**src/rtl/clkbank_pkg.sv**
```systemverilog
`timescale 1ns/100ps
package clkbank_pkg;

  typedef enum logic [1:0] {
    MODE_OFF  = 2'b00,
    MODE_TEST = 2'b01,
    MODE_LO   = 2'b10,
    MODE_HI   = 2'b11
  } mode_e;

  localparam int NUM_OUT  = 7;
  localparam int IDX_CPU  = 0;
  localparam int IDX_MEM  = 1;
  localparam int IDX_C66  = 2;
  localparam int IDX_PCI  = 3;
  localparam int IDX_C48  = 4;
  localparam int IDX_REF  = 5;
  localparam int IDX_APIC = 6;

  // Test-mode division factor of each output slot
  function automatic int out_ratio(int idx);
    case (idx)
      IDX_C66:            return 3;
      IDX_PCI, IDX_APIC:  return 6;
      IDX_REF:            return 1;
      default:            return 2;
    endcase
  endfunction

  // Number of whole source periods the divided clock stays high
  function automatic int high_span(int ratio);
    return ratio / 2;
  endfunction

endpackage

```
**src/rtl/clkbank_mode_reg.sv**
```systemverilog
`timescale 1ns/100ps
module clkbank_mode_reg
  import clkbank_pkg::*;
(
  input  logic       clk,
  input  logic       rst_n,
  input  logic [1:0] sel_i,
  output mode_e      mode_o,
  output logic       restart_o
);

  mode_e mode_q;

  assign restart_o = (sel_i != mode_q);
  assign mode_o    = mode_q;

  always_ff @(posedge clk or negedge rst_n) begin
    if (!rst_n) mode_q <= MODE_OFF;
    else        mode_q <= mode_e'(sel_i);
  end

  AST_MODE_CAPTURED: assert property (@(posedge clk) disable iff (!rst_n)
    restart_o |=> (mode_o == mode_e'($past(sel_i))));

endmodule

```
**src/rtl/clkbank_divn.sv**
```systemverilog
`timescale 1ns/100ps
module clkbank_divn
  import clkbank_pkg::*;
#(
  parameter int RATIO = 2
) (
  input  logic clk,
  input  logic rst_n,
  input  logic restart_i,
  output logic div_o
);

  localparam int CW = (RATIO > 1) ? $clog2(RATIO) : 1;
  localparam logic [CW-1:0] LAST_V = CW'(RATIO - 1);
  localparam logic [CW-1:0] SPAN_V = CW'(high_span(RATIO));

  logic [CW-1:0] cnt_q;

  // Idle phase is the last count, so outputs are low until the first edge
  always_ff @(posedge clk or negedge rst_n) begin
    if (!rst_n)              cnt_q <= LAST_V;
    else if (restart_i)      cnt_q <= LAST_V;
    else if (cnt_q == LAST_V) cnt_q <= '0;
    else                     cnt_q <= cnt_q + 1'b1;
  end

  generate
    if ((RATIO % 2) == 1) begin : g_odd
      localparam logic [CW-1:0] PRE_V = CW'(high_span(RATIO) - 1);
      logic tail_q;
      // Extends the high phase by half a period on the falling edge
      always_ff @(negedge clk or negedge rst_n) begin
        if (!rst_n) tail_q <= 1'b0;
        else        tail_q <= (cnt_q == PRE_V);
      end
      assign div_o = (cnt_q < SPAN_V) | (tail_q & (cnt_q == SPAN_V));
    end else begin : g_even
      assign div_o = (cnt_q < SPAN_V);
    end
  endgenerate

  AST_IDLE_AFTER_RESTART: assert property (@(posedge clk) disable iff (!rst_n)
    restart_i |=> !div_o);

endmodule

```
**src/rtl/clkbank_out_mux.sv**
```systemverilog
`timescale 1ns/100ps
module clkbank_out_mux
  import clkbank_pkg::*;
(
  input  mode_e              mode_i,
  input  logic [NUM_OUT-1:0] test_div_i,
  input  logic [NUM_OUT-1:0] norm_i,
  input  logic               cpu_hi_i,
  output logic [NUM_OUT-1:0] clk_o,
  output logic [NUM_OUT-1:0] oe_o
);

  always_comb begin
    clk_o = '0;
    oe_o  = '0;
    case (mode_i)
      MODE_TEST: begin
        clk_o = test_div_i;
        oe_o  = '1;
      end
      MODE_LO, MODE_HI: begin
        clk_o = norm_i;
        if (mode_i == MODE_HI) clk_o[IDX_CPU] = cpu_hi_i;
        oe_o  = '1;
      end
      default: begin
        clk_o = '0;
        oe_o  = '0;
      end
    endcase
  end

endmodule

```
**src/rtl/clk_mode_bank.sv**
```systemverilog
`timescale 1ns/100ps
module clk_mode_bank
  import clkbank_pkg::*;
(
  input  logic       test_clk,
  input  logic       rst_n,
  input  logic [1:0] sel_i,
  input  logic       cpu_lo_i,
  input  logic       cpu_hi_i,
  input  logic       mem_i,
  input  logic       c66_i,
  input  logic       pci_i,
  input  logic       c48_i,
  input  logic       ref_i,
  input  logic       apic_i,
  output logic [6:0] clk_o,
  output logic [6:0] oe_o
);

  mode_e              mode_w;
  logic               restart_w;
  logic [NUM_OUT-1:0] test_div_w;
  logic [NUM_OUT-1:0] norm_w;

  clkbank_mode_reg u_mode (
    .clk       (test_clk),
    .rst_n     (rst_n),
    .sel_i     (sel_i),
    .mode_o    (mode_w),
    .restart_o (restart_w)
  );

  generate
    for (genvar i = 0; i < NUM_OUT; i++) begin : g_slot
      if (out_ratio(i) == 1) begin : g_pass
        assign test_div_w[i] = test_clk;
      end else begin : g_div
        clkbank_divn #(.RATIO(out_ratio(i))) u_div (
          .clk       (test_clk),
          .rst_n     (rst_n),
          .restart_i (restart_w),
          .div_o     (test_div_w[i])
        );
      end
    end
  endgenerate

  // CPU slot carries the low-rate source; the mux swaps in the high one
  assign norm_w = {apic_i, ref_i, c48_i, pci_i, c66_i, mem_i, cpu_lo_i};

  clkbank_out_mux u_mux (
    .mode_i     (mode_w),
    .test_div_i (test_div_w),
    .norm_i     (norm_w),
    .cpu_hi_i   (cpu_hi_i),
    .clk_o      (clk_o),
    .oe_o       (oe_o)
  );

  AST_OFF_QUIET: assert property (@(posedge test_clk) disable iff (!rst_n)
    (sel_i == 2'b00) |=> ((oe_o == '0) && (clk_o == '0)));

  AST_DIV2_ALTERNATES: assert property (@(posedge test_clk) disable iff (!rst_n)
    test_div_w[IDX_CPU] |=> !test_div_w[IDX_CPU]);

  AST_DIV3_SHORT_SAMPLE: assert property (@(posedge test_clk) disable iff (!rst_n)
    $rose(test_div_w[IDX_C66]) |=> !test_div_w[IDX_C66]);

  AST_DIV_ALIGN: assert property (@(posedge test_clk) disable iff (!rst_n)
    $rose(test_div_w[IDX_PCI]) |-> ($rose(test_div_w[IDX_CPU]) && $rose(test_div_w[IDX_C66])));

  AST_LO_SOURCES: assert property (@(posedge test_clk) disable iff (!rst_n)
    ($past(rst_n) && ($past(sel_i) == 2'b10)) |-> ((clk_o[IDX_CPU] == cpu_lo_i) && (clk_o[IDX_MEM] == mem_i)));

  AST_HI_SOURCES: assert property (@(posedge test_clk) disable iff (!rst_n)
    ($past(rst_n) && ($past(sel_i) == 2'b11)) |-> ((clk_o[IDX_CPU] == cpu_hi_i) && (oe_o == '1)));

endmodule

```
**config.mk**
```make
export PLATFORM = sky130hd
export DESIGN_NAME = clk_mode_bank
export DESIGN_NICKNAME = d
export VERILOG_FILES = /design/src/rtl/clkbank_pkg.sv /design/src/rtl/clkbank_mode_reg.sv /design/src/rtl/clkbank_divn.sv /design/src/rtl/clkbank_out_mux.sv /design/src/rtl/clk_mode_bank.sv
export SDC_FILE = /design/constraint.sdc
export NUM_CORES = 1
export LEC_CHECK = 0
export BUFFER_PORTS_ARGS = -buffer_cell sky130_fd_sc_hd__buf_2
export CAP_MARGIN = 25
export CORE_MARGIN = 1
export CORE_UTILIZATION = 47
export CTS_BUF_LIST = sky130_fd_sc_hd__clkbuf_2
export DETAILED_ROUTE_END_ITERATION = 12
export PLACE_DENSITY = 0.84
export SYNTH_ARGS = -nofsm -noshare
export SYNTH_HDL_FRONTEND = slang
export SYNTH_SLANG_ARGS = --single-unit
export TNS_END_PERCENT = 1
```
**constraint.sdc**
```tcl
create_clock -name test_clk -period 1.2 [get_ports test_clk]
set_input_delay 0.18 -clock test_clk [delete_from_list [all_inputs] [get_ports test_clk]]
set_output_delay 0.18 -clock test_clk [all_outputs]
set_load 0.01 [all_outputs]
```
* Word level (Yosys, flattened, before mapping)
Index checks and enable logic that the tools add are counted. W data, S select, Z words.
Cells by class: $add $sub $neg 6, $lt $le $gt $ge 6, eq/ne operators 8, muxes and demuxes 15, bitwise logic cells 2, reduce and logical (&&, ||, !) cells 3
Operators with widths (number):
- $pmux W7 S2 | 1
- $mux W3 | 4
- $mux W1 | 7
- $mux W7 | 1
- $add A3 B1 Y3 const B | 2
- $eq A2 B2 Y1 const B | 3
- $eq A3 B3 Y1 const B | 2
- $lt A3 B2 Y1 const B | 2
- $eq A2 B1 Y1 const B | 2
- $mux W2 | 2
- $add A1 B1 Y1 const B | 3
- $lt A1 B1 Y1 const B | 3
- $reduce_or A3 Y1 | 1
- $add A2 B1 Y2 const B | 1
- $logic_not A2 Y1 | 1
- $lt A2 B1 Y1 const B | 1
- $ne A2 B2 Y1 | 1
- $reduce_or A2 Y1 | 1
- $and A1 B1 Y1 | 1
- $or A1 B1 Y1 | 1
Storage, ports and cells: register bits after elaboration 14

* Depth between registers and ports, before layout
Gate-level depths: netlist of run 1.
depth in word-level cells 4, depth in mapped cells 3

* Hierarchy
Synthesis of run 1 repeated with hierarchy kept, for this count alone.
Second synthesis, totals: cells, all modules 61, area, all modules 695.7 um2
Modules (own cells, without submodules):
- clkbank_divn (g_slot[3].g_div.u_div ...) | instances 2, cells each 10, area an instance 123.9 um2, seq. area each 77.6 um2
- clkbank_out_mux | instances 1, cells each 18, area an instance 162.7 um2, seq. area each 0.0 um2
- clkbank_divn (g_slot[0].g_div.u_div ...) | instances 3, cells each 3, area an instance 36.3 um2, seq. area each 26.3 um2
- clkbank_divn (g_slot[2].g_div.u_div) | instances 1, cells each 9, area an instance 105.1 um2, seq. area each 76.3 um2
- clkbank_mode_reg | instances 1, cells each 5, area an instance 71.3 um2, seq. area each 50.0 um2

==> load_flow_metrics.sql, run 1 <==
INSERT INTO impl_metrics (metric_group, metric, value, unit) VALUES
('run_status', 'status', 'finished, violations left', ''),
('run_status', 'violations', 'negative setup slack', ''),
('route', 'vias', '580', ''),
('critical_path', 'worst_path_slowest_cell', 'sky130_fd_sc_hd__dfrtn_1', ''),
('yosys', 'ys.warnings.count', '0', ''),
('layout', 'layout-area-overhead-vs-synth', '29.1', '%'),
('layout', 'n_fill_cell', '102', ''),
('die', 'die_h', '41.0', 'microns'),
('sta', 'post-route-worst-setup-slack', '-598', 'ps'),
('yosys', 'synth_adder_area_share', '0', '%'),
('clock_tree', 'cts_inserted_buffers', '3', ''),
('layout', 'post_route_cells_drive_above_1_share', '54.1', '%'),
('sta', 'worst_skew', '28.2', 'ps'),
('route', 'drcViolationCount', '0', ''),
('critical_path', 'path_buf_inv', '1', ''),
('yosys', 'synth_seq_cells', '14', ''),
('yosys', 'largest_family_of_logic_cells_by_synthesized_area', 'simple AND/OR/NAND/NOR gates', ''),
('yosys', 'yosys.area_share.xor_xnor', '2.45', '%'),
('yosys', 'postSynthCellCount', '69', ''),
('sta', 'setup_tns', '-3790', 'ps'),
('sta', 'finalSetupViolCount', '15', ''),
('global_route', 'groute.usage.overall', '20.2', '%'),
('critical_path', 'worst-endpoint-required', '1020', 'ps'),
('place', 'finalWeightedCongestion', '0.702', ''),
('route', 'final_antenna_net_count', '0', ''),
('critical_path', 'crit_path_max_incr_delay', '410', 'ps'),
('yosys', 'synth_seq_area_share', '50.4', '%'),
('die', 'row_count', '13', ''),
('die', 'initial_utilization', '52.9', '%'),
('yosys', 'synthSimpleGateAreaFrac', '22.6', '%'),
('die', 'die_x', '41.0', 'microns'),
('clock_tree', 'clockBufferDepth', '2', ''),
('clock_tree', 'h_tree_levels', '1', ''),
('place', 'numPortBuffers', '25', ''),
('critical_path', 'critical_path.cell_chain', 'nor2b_1 -> o31ai_2 -> buf_2', ''),
('sta', 'finalHoldViolations', '0', ''),
('route', 'wl_per_cell', '12.5', 'microns'),
('power_and_ir_drop', 'p_leak', '0.476', 'nW'),
('layout', 'most-common-layout-cells', '25 x sky130_fd_sc_hd__buf_2, 8 x sky130_fd_sc_hd__dfstp_2, 7 x sky130_fd_sc_hd__buf_4', ''),
('sta', 'worstMarginPinSlew', '278', 'ps'),
('min_path', 'hold_path_class', 'in -> reg', ''),
('yosys', 'number_of_distinct_standard_cells_referenced_by_the_synthesized_netlist', '25', ''),
('sta', 'fin_hold_ws', '45.9', 'ps'),
('clock_tree', 'clk_latency_worst_skew_pair', '270', 'ps'),
('critical_path', 'end_kind', 'primary output', ''),
('die', 'die_area', '0.00168', 'sq mm'),
('global_route', 'maximum_number_of_pins_on_one_net_before_global_route_repair', '14', ''),
('yosys', 'synth.net_count', '81', ''),
('layout', 'final_nets', '111', ''),
('route', 'count_of_routing_violations_after_the_opening_detailed_route_iteration', '11', ''),
('critical_path', 'critical_path_peak_fanout', '1', ''),
('yosys', 'netlist_top_cells_area', 'sky130_fd_sc_hd__dfstp_2 29%, sky130_fd_sc_hd__dfrtp_1 18%, sky130_fd_sc_hd__buf_4 6.3%, sky130_fd_sc_hd__o41ai_2 4.6%, sky130_fd_sc_hd__nor2b_1 4.4%', ''),
('yosys', 'post-synth-top-area-cell', 'sky130_fd_sc_hd__dfstp_2', ''),
('critical_path', 'critical_path_class', 'reg -> out', ''),
('critical_path', 'critPathLaunchType', 'flip-flop', ''),
('yosys', 'avgSynthCellArea', '10.4', 'sq um'),
('yosys', 'synth-compound-area-share', '14.5', '%'),
('clock_tree', 'clock_slew_at_the_register_clock_pins_of_the_worst_setup_and_hold_paths', '150', 'ps'),
('global_route', 'remaining_overflow_grt', '0', ''),
('place', 'dp.final_hpwl', '1.05', 'mm'),
('global_route', 'via_count_of_the_first_global_routing_pass', '552', ''),
('global_route', 'grt_pass1_wl', '2.11', 'mm'),
('route', 'dr.pass1.iters', '4', ''),
('yosys', 'synthesis.area', '714', 'sq um'),
('sta', 'maxSlewViolCount', '0', ''),
('yosys', 'synthMuxAreaShare', '0', '%'),
('yosys', 'synth_top_cell_area_share', '29.4', '%'),
('critical_path', 'cp_delay_by_family_top', 'flip-flops', ''),
('power_and_ir_drop', 'worst_ir_drop_vdd', '0.884', 'mV'),
('die', 'io_pins', '26', ''),
('critical_path', 'timing.critical_path.arrival', '1620', 'ps');
## cell usage after synthesis
| library cell | number |
|---|---|
| sky130_fd_sc_hd__nor2b_1 | 5 |
| sky130_fd_sc_hd__o211ai_1 | 1 |
| sky130_fd_sc_hd__o2111ai_1 | 1 |
| sky130_fd_sc_hd__a21oi_1 | 1 |
| sky130_fd_sc_hd__and2_1 | 3 |
| sky130_fd_sc_hd__o211a_1 | 2 |
| sky130_fd_sc_hd__xnor2_1 | 2 |
| sky130_fd_sc_hd__or2_1 | 1 |
| sky130_fd_sc_hd__inv_1 | 2 |
| sky130_fd_sc_hd__inv_2 | 1 |
| sky130_fd_sc_hd__dfrtn_1 | 1 |
| sky130_fd_sc_hd__dfstp_2 | 8 |
| sky130_fd_sc_hd__and3_1 | 1 |
| sky130_fd_sc_hd__nor3b_1 | 2 |
| sky130_fd_sc_hd__nand3b_1 | 2 |
| sky130_fd_sc_hd__nand3_1 | 6 |
| sky130_fd_sc_hd__dfrtp_1 | 5 |
| sky130_fd_sc_hd__nand2_1 | 6 |
| sky130_fd_sc_hd__nor2_1 | 1 |
| sky130_fd_sc_hd__o41ai_2 | 2 |
| sky130_fd_sc_hd__nand2b_1 | 2 |
| sky130_fd_sc_hd__o31ai_1 | 2 |
| sky130_fd_sc_hd__buf_4 | 6 |
| sky130_fd_sc_hd__o21ai_0 | 3 |
| sky130_fd_sc_hd__buf_2 | 3 |
## worst paths after layout
| check | startpoint | to | slack (ps) | cells past startpoint |
|---|---|---|---|---|
| max | g_slot[2].g_div.u_div.g_odd.tail_q | clk_o[2] | -600 | 3 |
| min in group asynchronous | rst_n | g_slot[2].g_div.u_div.cnt_q[0] | 380 | 3 |
| min reg2reg | g_slot[1].g_div.u_div.cnt_q | g_slot[1].g_div.u_div.cnt_q | 480 | 1 |
| max reg2reg | g_slot[2].g_div.u_div.cnt_q[1] | g_slot[2].g_div.u_div.g_odd.tail_q | -170 | 1 |
| min | sel_i[1] | u_mode.mode_o[1] | 50 | 1 |
| max in group asynchronous | rst_n | g_slot[2].g_div.u_div.g_odd.tail_q | 350 | 2 |
## state kept, by name, summed over array words and instances (netlist names)
signal                           count
g_slot.g_div.u_div.cnt_q            11
g_slot.g_div.u_div.g_odd.tail_q      1
u_mode.mode_o                        2
## cell families (layout without fill, tap and decap cells)
| logic type | Yosys count | count (layout) |
|---|---|---|
| AOI/OAI and AO/OA | 12 | 12 |
| xor gates and xnor gates | 2 | 2 |
| buffers and inverters | 12 | 41 |
| DFF | 14 | 14 |
| and+or+nand+nor | 29 | 29 |
## cell type report
type | instances | area, sq um | share of cell area (%)
Clock buffer | 5 | 25.0 | 2.71
Clock inverter | 1 | 3.75 | 0.407
Inverter | 2 | 7.51 | 0.814
Multi-Input combinational cell | 43 | 313 | 33.9
Sequential cell | 14 | 360 | 39.1
Tap cell | 15 | 18.8 | 2.04
Timing Repair Buffer | 33 | 194 | 21.0
## power by group
group	switching [mW]	internal (mW)
clock	0.179	0.101
sequential	0.0384	0.537
combinational	0.110	0.118
total	0.327	0.756
## metrics by stage
| stage | total power, mW | std cells | setup slack [ps] | util [%] | instance area (sq um) |
|---|---|---|---|---|---|
| after floorplan | 0.723 | 69 | -238 | - | 719 |
| after CTS | 1.08 | 113 | -616 | 67.3 | 908 |
| final | 1.08 | 113 | -598 | 68.3 | 922 |
| after global placement | 0.809 | 108 | -291 | 63.9 | 863 |
| after global routing | 1.14 | 113 | -692 | 68.3 | 922 |
| after detailed placement | 0.821 | 108 | -322 | 63.9 | 863 |
## timing repair
action,in CTS,in global routing
endpoints found under the setup margin,16,24
gates resized for setup,2,6
hold buffers,1,0
hold endpoints to repair,5,0
cloned,0,0
setup buffers,0,0
## layer usage
metal / GRT usage, % / vias to the layer above / share of wire [%]
met1: 22.3 / 267 / 43
met2: 35.2 / 20 / 52
met4: 10.8 / 0 / 0.71
li1: - / 291 / -
met5: 0 / - / 0
met3: 4.89 / 2 / 4.6
No activity file was read; power rests on OpenSTA's default activity.
==> inputs of run 2 (changes only) <==
--- a/config.mk
+++ b/config.mk
@@ -5,6 +5,7 @@
 export SDC_FILE = /design/constraint.sdc
 export NUM_CORES = 1
 export LEC_CHECK = 0
+export ABC_AREA = 1
 export BUFFER_PORTS_ARGS = -buffer_cell sky130_fd_sc_hd__buf_2
 export CAP_MARGIN = 25
 export CORE_MARGIN = 1
@@ -12,6 +13,7 @@
 export CTS_BUF_LIST = sky130_fd_sc_hd__clkbuf_2
 export DETAILED_ROUTE_END_ITERATION = 12
 export PLACE_DENSITY = 0.84
+export SLEW_MARGIN = 10
 export SYNTH_ARGS = -nofsm -noshare
 export SYNTH_HDL_FRONTEND = slang
 export SYNTH_SLANG_ARGS = --single-unit
==> run 2 against run 1 <==
The run still ends with negative setup slack left. Flip-flop and latch count is the same. Non-clock buffer count shrank 2. Clock-buffer cell count grew 2.
==> load_flow_metrics.sql, run 2 <==
INSERT INTO impl_metrics (metric_group, metric, value, unit) VALUES
('run_status', 'status', 'finished, violations left', ''),
('run_status', 'violations', 'negative setup slack', ''),
('route', 'totalWireLength', '1.53', 'mm'),
('place', 'numPortBuffers', '25', ''),
('layout', 'postLayoutCellArea', '908', 'sq um'),
('sta', 'post-route-worst-setup-slack', '-612', 'ps'),
('sta', 'worst_skew', '12.5', 'ps'),
('critical_path', 'end_kind', 'primary output', ''),
('die', 'die_x', '41.0', 'microns'),
('critical_path', 'critPathLaunchType', 'flip-flop', ''),
('yosys', 'synth_seq_cells', '14', ''),
('yosys', 'synth_top_cell_area_share', '29.5', '%'),
('yosys', 'synth_seq_area_share', '50.5', '%'),
('clock_tree', 'cts_tree', 'yes', ''),
('layout', 'num_antenna_cells', '0', ''),
('route', 'dr.pass1.iters', '4', ''),
('global_route', 'groute.usage.overall', '23.6', '%'),
('clock_tree', 'clock_slew_at_the_register_clock_pins_of_the_worst_setup_and_hold_paths', '140', 'ps'),
('power_and_ir_drop', 'pwr_density_cell', '1190', 'mW/mm^2'),
('sta', 'worstMarginPinSlew', '189', 'ps'),
('route', 'vias_per_cell', '4.95', ''),
('sta', 'finalSetupViolCount', '18', ''),
('sta', 'max_slew_margin', '87.4', '%'),
('route', 'wl_met1', '670', 'microns'),
('route', 'count_of_routing_violations_after_the_opening_detailed_route_iteration', '7', ''),
('clock_tree', 'clk_latency_worst_skew_pair', '350', 'ps'),
('die', 'die_h', '41.0', 'microns'),
('die', 'initial_utilization', '52.8', '%'),
('route', 'dr.max_layer_used', 'met4', ''),
('yosys', 'ys_async_sr_fraction', '100', '%'),
('yosys', 'netlist_top_cells_area', 'sky130_fd_sc_hd__dfstp_2 29%, sky130_fd_sc_hd__dfrtp_1 18%, sky130_fd_sc_hd__nand2_1 16%, sky130_fd_sc_hd__nand3_1 7.0%, sky130_fd_sc_hd__buf_4 6.3%', ''),
('global_route', 'remaining_overflow_grt', '0', ''),
('route', 'wl_per_cell', '11.3', 'microns'),
('route', 'met3_wl_post_dr', '87', 'microns'),
('yosys', 'avgSynthCellArea', '8.01', 'sq um'),
('die', 'row_count', '13', ''),
('yosys', 'synth.net_count', '101', ''),
('min_path', 'hold_path_class', 'in -> async', ''),
('layout', 'largest_register_ffs', '11', ''),
('sta', 'rsz_0062_raised_after_global_routing', 'yes', ''),
('yosys', 'postSynth.topFlopCell', 'sky130_fd_sc_hd__dfstp_2', ''),
('global_route', 'grt_antenna_before_repair', '0', ''),
('global_route', 'maximum_number_of_pins_on_one_net_before_global_route_repair', '14', ''),
('yosys', 'synth.top_cells.by_count', '31 x sky130_fd_sc_hd__nand2_1, 10 x sky130_fd_sc_hd__inv_1, 10 x sky130_fd_sc_hd__nand3_1', ''),
('layout', 'seq_area', '362', 'sq um'),
('route', 'vias', '673', ''),
('yosys', 'number_of_distinct_standard_cells_referenced_by_the_synthesized_netlist', '14', ''),
('layout', 'layout-area-overhead-vs-synth', '27.4', '%'),
('place', 'dp.final_hpwl', '1.08', 'mm'),
('yosys', 'synth-edff-count', '0', ''),
('critical_path', 'worst-endpoint-required', '1020', 'ps'),
('power_and_ir_drop', 'worst_ir_drop_vdd', '0.696', 'mV'),
('route', 'drcViolationCount', '0', ''),
('global_route', 'via_count_of_the_first_global_routing_pass', '543', ''),
('layout', 'post_route_cells_drive_above_1_share', '43.0', '%'),
('route', 'final_antenna_net_count', '0', ''),
('layout', 'n_fill_cell', '115', ''),
('place', 'finalWeightedCongestion', '0.750', ''),
('critical_path', 'critical_path_peak_fanout', '1', ''),
('layout', 'final_nets', '134', ''),
('power_and_ir_drop', 'p_leak', '0.499', 'nW'),
('yosys', 'post-synth-top-area-cell', 'sky130_fd_sc_hd__dfstp_2', ''),
('layout', 'layout.cells.most_common', 'sky130_fd_sc_hd__nand2_1', ''),
('global_route', 'grt_pass1_wl', '2.29', 'mm'),
('yosys', 'synthesis.area', '713', 'sq um'),
('place', 'postPlaceCellArea', '837', 'sq um'),
('layout', 'largest-register', 'g_slot.g_div.u_div.cnt_q', ''),
('layout', 'multi_input_comb_area', '259', 'sq um'),
('die', 'io_pins', '26', ''),
('route', 'route.met2.wl', '720', 'microns'),
('critical_path', 'critical_path_class', 'reg -> out', ''),
('run', 'timing.max_cap.violations', '0', ''),
('die', 'die_area', '0.00168', 'sq mm'),
('sta', 'maxSlewViolCount', '0', ''),
('critical_path', 'timing.critical_path.arrival', '1630', 'ps'),
('sta', 'finalHoldViolations', '0', ''),
('die', 'core_area', '0.00135', 'sq mm'),
('layout', 'finish.cell_count_without_fillers', '136', ''),
('place', 'placed_cells_incl_taps', '126', ''),
('sta', 'setup_tns', '-3920', 'ps'),
('yosys', 'ys.warnings.count', '0', ''),
('yosys', 'postSynthCellCount', '89', ''),
('layout', 'most-common-layout-cells', '29 x sky130_fd_sc_hd__nand2_1, 25 x sky130_fd_sc_hd__buf_2, 10 x sky130_fd_sc_hd__nand3_1', ''),
('yosys', 'yosysMostFrequentCell', 'sky130_fd_sc_hd__nand2_1', '');
-- run 2: final cells by class --
class | instances | share of cell area [%]
clock buffers | 7 | 3.86
clock inverters | 1 | 0.413
inverters | 11 | 5.10
multi-input cells | 57 | 28.5
flip-flops and latches | 14 | 39.8
well taps | 15 | 2.07
repair buffers | 31 | 20.2
-- run 2: power breakdown --
part / total [mW] / switching (mW) / internal (mW)
combinational: 0.189 / 0.109 / 0.0807
clock: 0.357 / 0.207 / 0.150
sequential: 0.535 / 0.0199 / 0.515
total: 1.08 / 0.336 / 0.746
-- run 2: kinds of logic (layout without fill, tap and decap cells) --
group / count (synthesis) / in the layout / synth area share, %
and+or+nand+nor: 52 / 52 / 31.6
buffers and inverters: 18 / 50 / 14.4
DFF: 14 / 14 / 50.5
AOI/OAI and AO/OA: 5 / 5 / 3.51
-- run 2: worst paths after layout --
| check | cells past startpoint | slack, ps | end | start |
|---|---|---|---|---|
| min in group test_clk | 2 | 480 | u_mode.mode_o[0] | sel_i[0] |
| worst min-delay path | 3 | 290 | g_slot[6].g_div.u_div.cnt_q[1] | rst_n |
| worst max-delay path | 3 | -610 | clk_o[2] | g_slot[2].g_div.u_div.g_odd.tail_q |
| worst max register to register | 3 | -220 | g_slot[2].g_div.u_div.g_odd.tail_q | g_slot[2].g_div.u_div.cnt_q[1] |
| max in group asynchronous | 2 | 450 | g_slot[2].g_div.u_div.g_odd.tail_q | rst_n |
| worst min register to register | 1 | 490 | g_slot[1].g_div.u_div.cnt_q | g_slot[1].g_div.u_div.cnt_q |
-- run 2: routing by layer --
metal	up-vias	track usage (%)
met2	20	35.5
met4	0	20.0
met5	-	0
li1	331	-
met3	7	8.70
met1	315	26.0
-- run 2: metrics by stage --
step                      utilization [%]  total power [mW]  setup slack [ps]  hold slack, ps
after floorplan                         -             0.667              -176            -116
after global placement               62.0             0.732              -216             155
after detailed placement             62.0             0.740              -233             156
after CTS                            67.2              1.09              -631             287
after global routing                 67.3              1.14              -674             327
final                                67.3              1.08              -612             293
-- run 2: timing repair --
action | in CTS | in global routing
hold buffers | 3 | 0
hold endpoints to repair | 15 | 0
buffers inserted | 0 | 0
gates resized for setup | 3 | 4
endpoints found under the setup margin | 18 | 18
-- run 2: critical path, cell delays in order (launching register included) --
cell	delay [ps]
sky130_fd_sc_hd__dfrtn_1	410
sky130_fd_sc_hd__nor2_1	50
sky130_fd_sc_hd__o21ai_2	90
sky130_fd_sc_hd__buf_2	140
==> inputs of run 3 (changes only) <==
--- a/config.mk
+++ b/config.mk
@@ -7,11 +7,11 @@
 export LEC_CHECK = 0
 export ABC_AREA = 1
 export BUFFER_PORTS_ARGS = -buffer_cell sky130_fd_sc_hd__buf_2
-export CAP_MARGIN = 25
 export CORE_MARGIN = 1
 export CORE_UTILIZATION = 47
 export CTS_BUF_LIST = sky130_fd_sc_hd__clkbuf_2
 export DETAILED_ROUTE_END_ITERATION = 12
+export MAX_ROUTING_LAYER = met4
 export PLACE_DENSITY = 0.84
 export SLEW_MARGIN = 10
 export SYNTH_ARGS = -nofsm -noshare
==> run 3 against run 2 <==
The flow still finishes with violations (negative setup slack). Via count rose by 0.30%. Largest cell class unchanged. Sequential share of layout area did not move. Global-route usage is 0.67 points higher. Critical path depth unchanged. First-iteration DRC count grew 29%. Routed wire length increased by 0.72%. Register-to-register slack barely moved. Combinational power hardly changed. Critical path type unchanged. Worst hold slack got worse by 14 ps.
==> load_flow_metrics.sql, run 3 (synthesized netlist as in run 2, its figures left out) <==
INSERT INTO impl_metrics (metric_group, metric, value, unit) VALUES
('place', 'placed_cells_incl_taps', '126', ''),
('route', 'final_antenna_net_count', '0', ''),
('global_route', 'grt_antenna_before_repair', '0', ''),
('global_route', 'maximum_number_of_pins_on_one_net_before_global_route_repair', '14', ''),
('die', 'row_count', '13', ''),
('die', 'die_x', '41.0', 'microns'),
('route', 'drcViolationCount', '0', ''),
('route', 'vias', '675', ''),
('sta', 'worst_skew', '15.1', 'ps'),
('die', 'die_area', '0.00168', 'sq mm'),
('place', 'dp.final_hpwl', '1.08', 'mm'),
('sta', 'rsz_0062_raised_after_global_routing', 'yes', ''),
('layout', 'most-common-layout-cells', '29 x sky130_fd_sc_hd__nand2_1, 25 x sky130_fd_sc_hd__buf_2, 10 x sky130_fd_sc_hd__nand3_1', ''),
('global_route', 'remaining_overflow_grt', '0', ''),
('global_route', 'grt_pass1_wl', '2.28', 'mm'),
('run_status', 'violations', 'negative setup slack', ''),
('layout', 'finish.cell_count_without_fillers', '136', ''),
('clock_tree', 'clk_latency_worst_skew_pair', '370', 'ps'),
('place', 'post-place-ws', '-233', 'ps'),
('route', 'wl_per_cell', '11.3', 'microns'),
('layout', 'largest_register_ffs', '11', ''),
('sta', 'post-route-worst-setup-slack', '-624', 'ps'),
('sta', 'maxSlewViolCount', '0', ''),
('clock_tree', 'cts_tree', 'yes', ''),
('critical_path', 'critical_path_class', 'reg -> out', ''),
('min_path', 'hold_path_class', 'in -> async', ''),
('layout', 'final_nets', '134', ''),
('sta', 'worstMarginPinSlew', '188', 'ps'),
('critical_path', 'critical_path_peak_fanout', '1', ''),
('global_route', 'groute.usage.overall', '24.3', '%'),
('sta', 'max_slew_margin', '87.4', '%'),
('layout', 'n_fill_cell', '115', ''),
('run_status', 'status', 'finished, violations left', ''),
('die', 'io_pins', '26', ''),
('route', 'met3_wl_post_dr', '90', 'microns'),
('die', 'die_h', '41.0', 'microns'),
('layout', 'largest-register', 'g_slot.g_div.u_div.cnt_q', ''),
('layout', 'post_route_cells_drive_above_1_share', '43.0', '%'),
('power_and_ir_drop', 'p_leak', '0.499', 'nW'),
('layout', 'layout-area-overhead-vs-synth', '27.4', '%'),
('critical_path', 'worst-endpoint-required', '1020', 'ps'),
('layout', 'layout.cells.most_common', 'sky130_fd_sc_hd__nand2_1', ''),
('place', 'finalWeightedCongestion', '0.760', ''),
('place', 'numPortBuffers', '25', ''),
('die', 'initial_utilization', '52.8', '%'),
('run', 'timing.max_cap.violations', '0', ''),
('route', 'route.met2.wl', '718', 'microns'),
('route', 'wl_met1', '675', 'microns'),
('clock_tree', 'number_of_post_cts_setup_repair_buffers', '0', ''),
('critical_path', 'end_kind', 'primary output', ''),
('global_route', 'via_count_of_the_first_global_routing_pass', '537', ''),
('clock_tree', 'clock_slew_at_the_register_clock_pins_of_the_worst_setup_and_hold_paths', '140', 'ps'),
('route', 'totalWireLength', '1.54', 'mm'),
('sta', 'finalSetupViolCount', '18', ''),
('critical_path', 'critPathLaunchType', 'flip-flop', ''),
('route', 'count_of_routing_violations_after_the_opening_detailed_route_iteration', '9', ''),
('sta', 'finalHoldViolations', '0', ''),
('die', 'core_area', '0.00135', 'sq mm'),
('route', 'dr.max_layer_used', 'met4', ''),
('route', 'vias_per_cell', '4.96', ''),
('route', 'dr.pass1.iters', '4', ''),
('layout', 'num_antenna_cells', '0', ''),
('critical_path', 'timing.critical_path.arrival', '1640', 'ps'),
('power_and_ir_drop', 'pwr_density_cell', '1200', 'mW/mm^2'),
('power_and_ir_drop', 'worst_ir_drop_vdd', '0.696', 'mV');
## run 3: layout make-up
class	instances	area, sq um	area share, %
multi-input cells	57	259	28.5
well taps	15	18.8	2.07
repair buffers	31	184	20.2
inverters	11	46.3	5.10
clock inverters	1	3.75	0.413
flip-flops and latches	14	362	39.8
clock buffers	7	35.0	3.86
## run 3: what timing repair did
item                       in CTS  in global routing
pin swaps                       0                  0
hold endpoints to repair       15                  0
gates cloned                    0                  0
resized for setup               3                  4
hold buffers                    3                  0
setup endpoints to repair      18                 18
## run 3: path summary, 6_finish.rpt
kind,to,start,cells after the start,slack (ps)
min reg2reg,g_slot[1].g_div.u_div.cnt_q,g_slot[1].g_div.u_div.cnt_q,1,490
max,clk_o[2],g_slot[2].g_div.u_div.g_odd.tail_q,3,-620
min in group test_clk,u_mode.mode_o[0],sel_i[0],2,470
max reg2reg,g_slot[2].g_div.u_div.g_odd.tail_q,g_slot[2].g_div.u_div.cnt_q[1],3,-220
min,g_slot[6].g_div.u_div.cnt_q[1],rst_n,3,280
max in group asynchronous,g_slot[2].g_div.u_div.g_odd.tail_q,rst_n,2,460
## run 3: worst max-delay path, cell delays in order (launching register included)
cell and delay (ps):
sky130_fd_sc_hd__dfrtn_1 410, sky130_fd_sc_hd__nor2_1 50, sky130_fd_sc_hd__o21ai_2 90, sky130_fd_sc_hd__buf_2 140
## run 3: per-stage QoR
stage                     hold slack [ps]  total power [mW]  area (sq um)  TNS (ps)  util (%)
final                                 279              1.09           908     -4130      67.3
after detailed placement              156             0.740           837      -427      62.0
after CTS                             287              1.09           907     -4100      67.2
after global placement                155             0.732           837      -397      62.0
after global routing                  327              1.14           908     -5030      67.3
after floorplan                      -116             0.667           719      -310         -
## run 3: routing by layer
metal,vias up,track usage (%)
li1,331,-
met1,315,26.0
met2,21,35.5
met3,8,8.70
met4,0,20.0
met5,-,-
## run 3: report_power, final
group / internal [mW] / leakage (nW) / switching (mW)
clock: 0.150 / 0.0373 / 0.214
combinational: 0.0807 / 0.300 / 0.108
sequential: 0.515 / 0.161 / 0.0200
total: 0.746 / 0.499 / 0.342
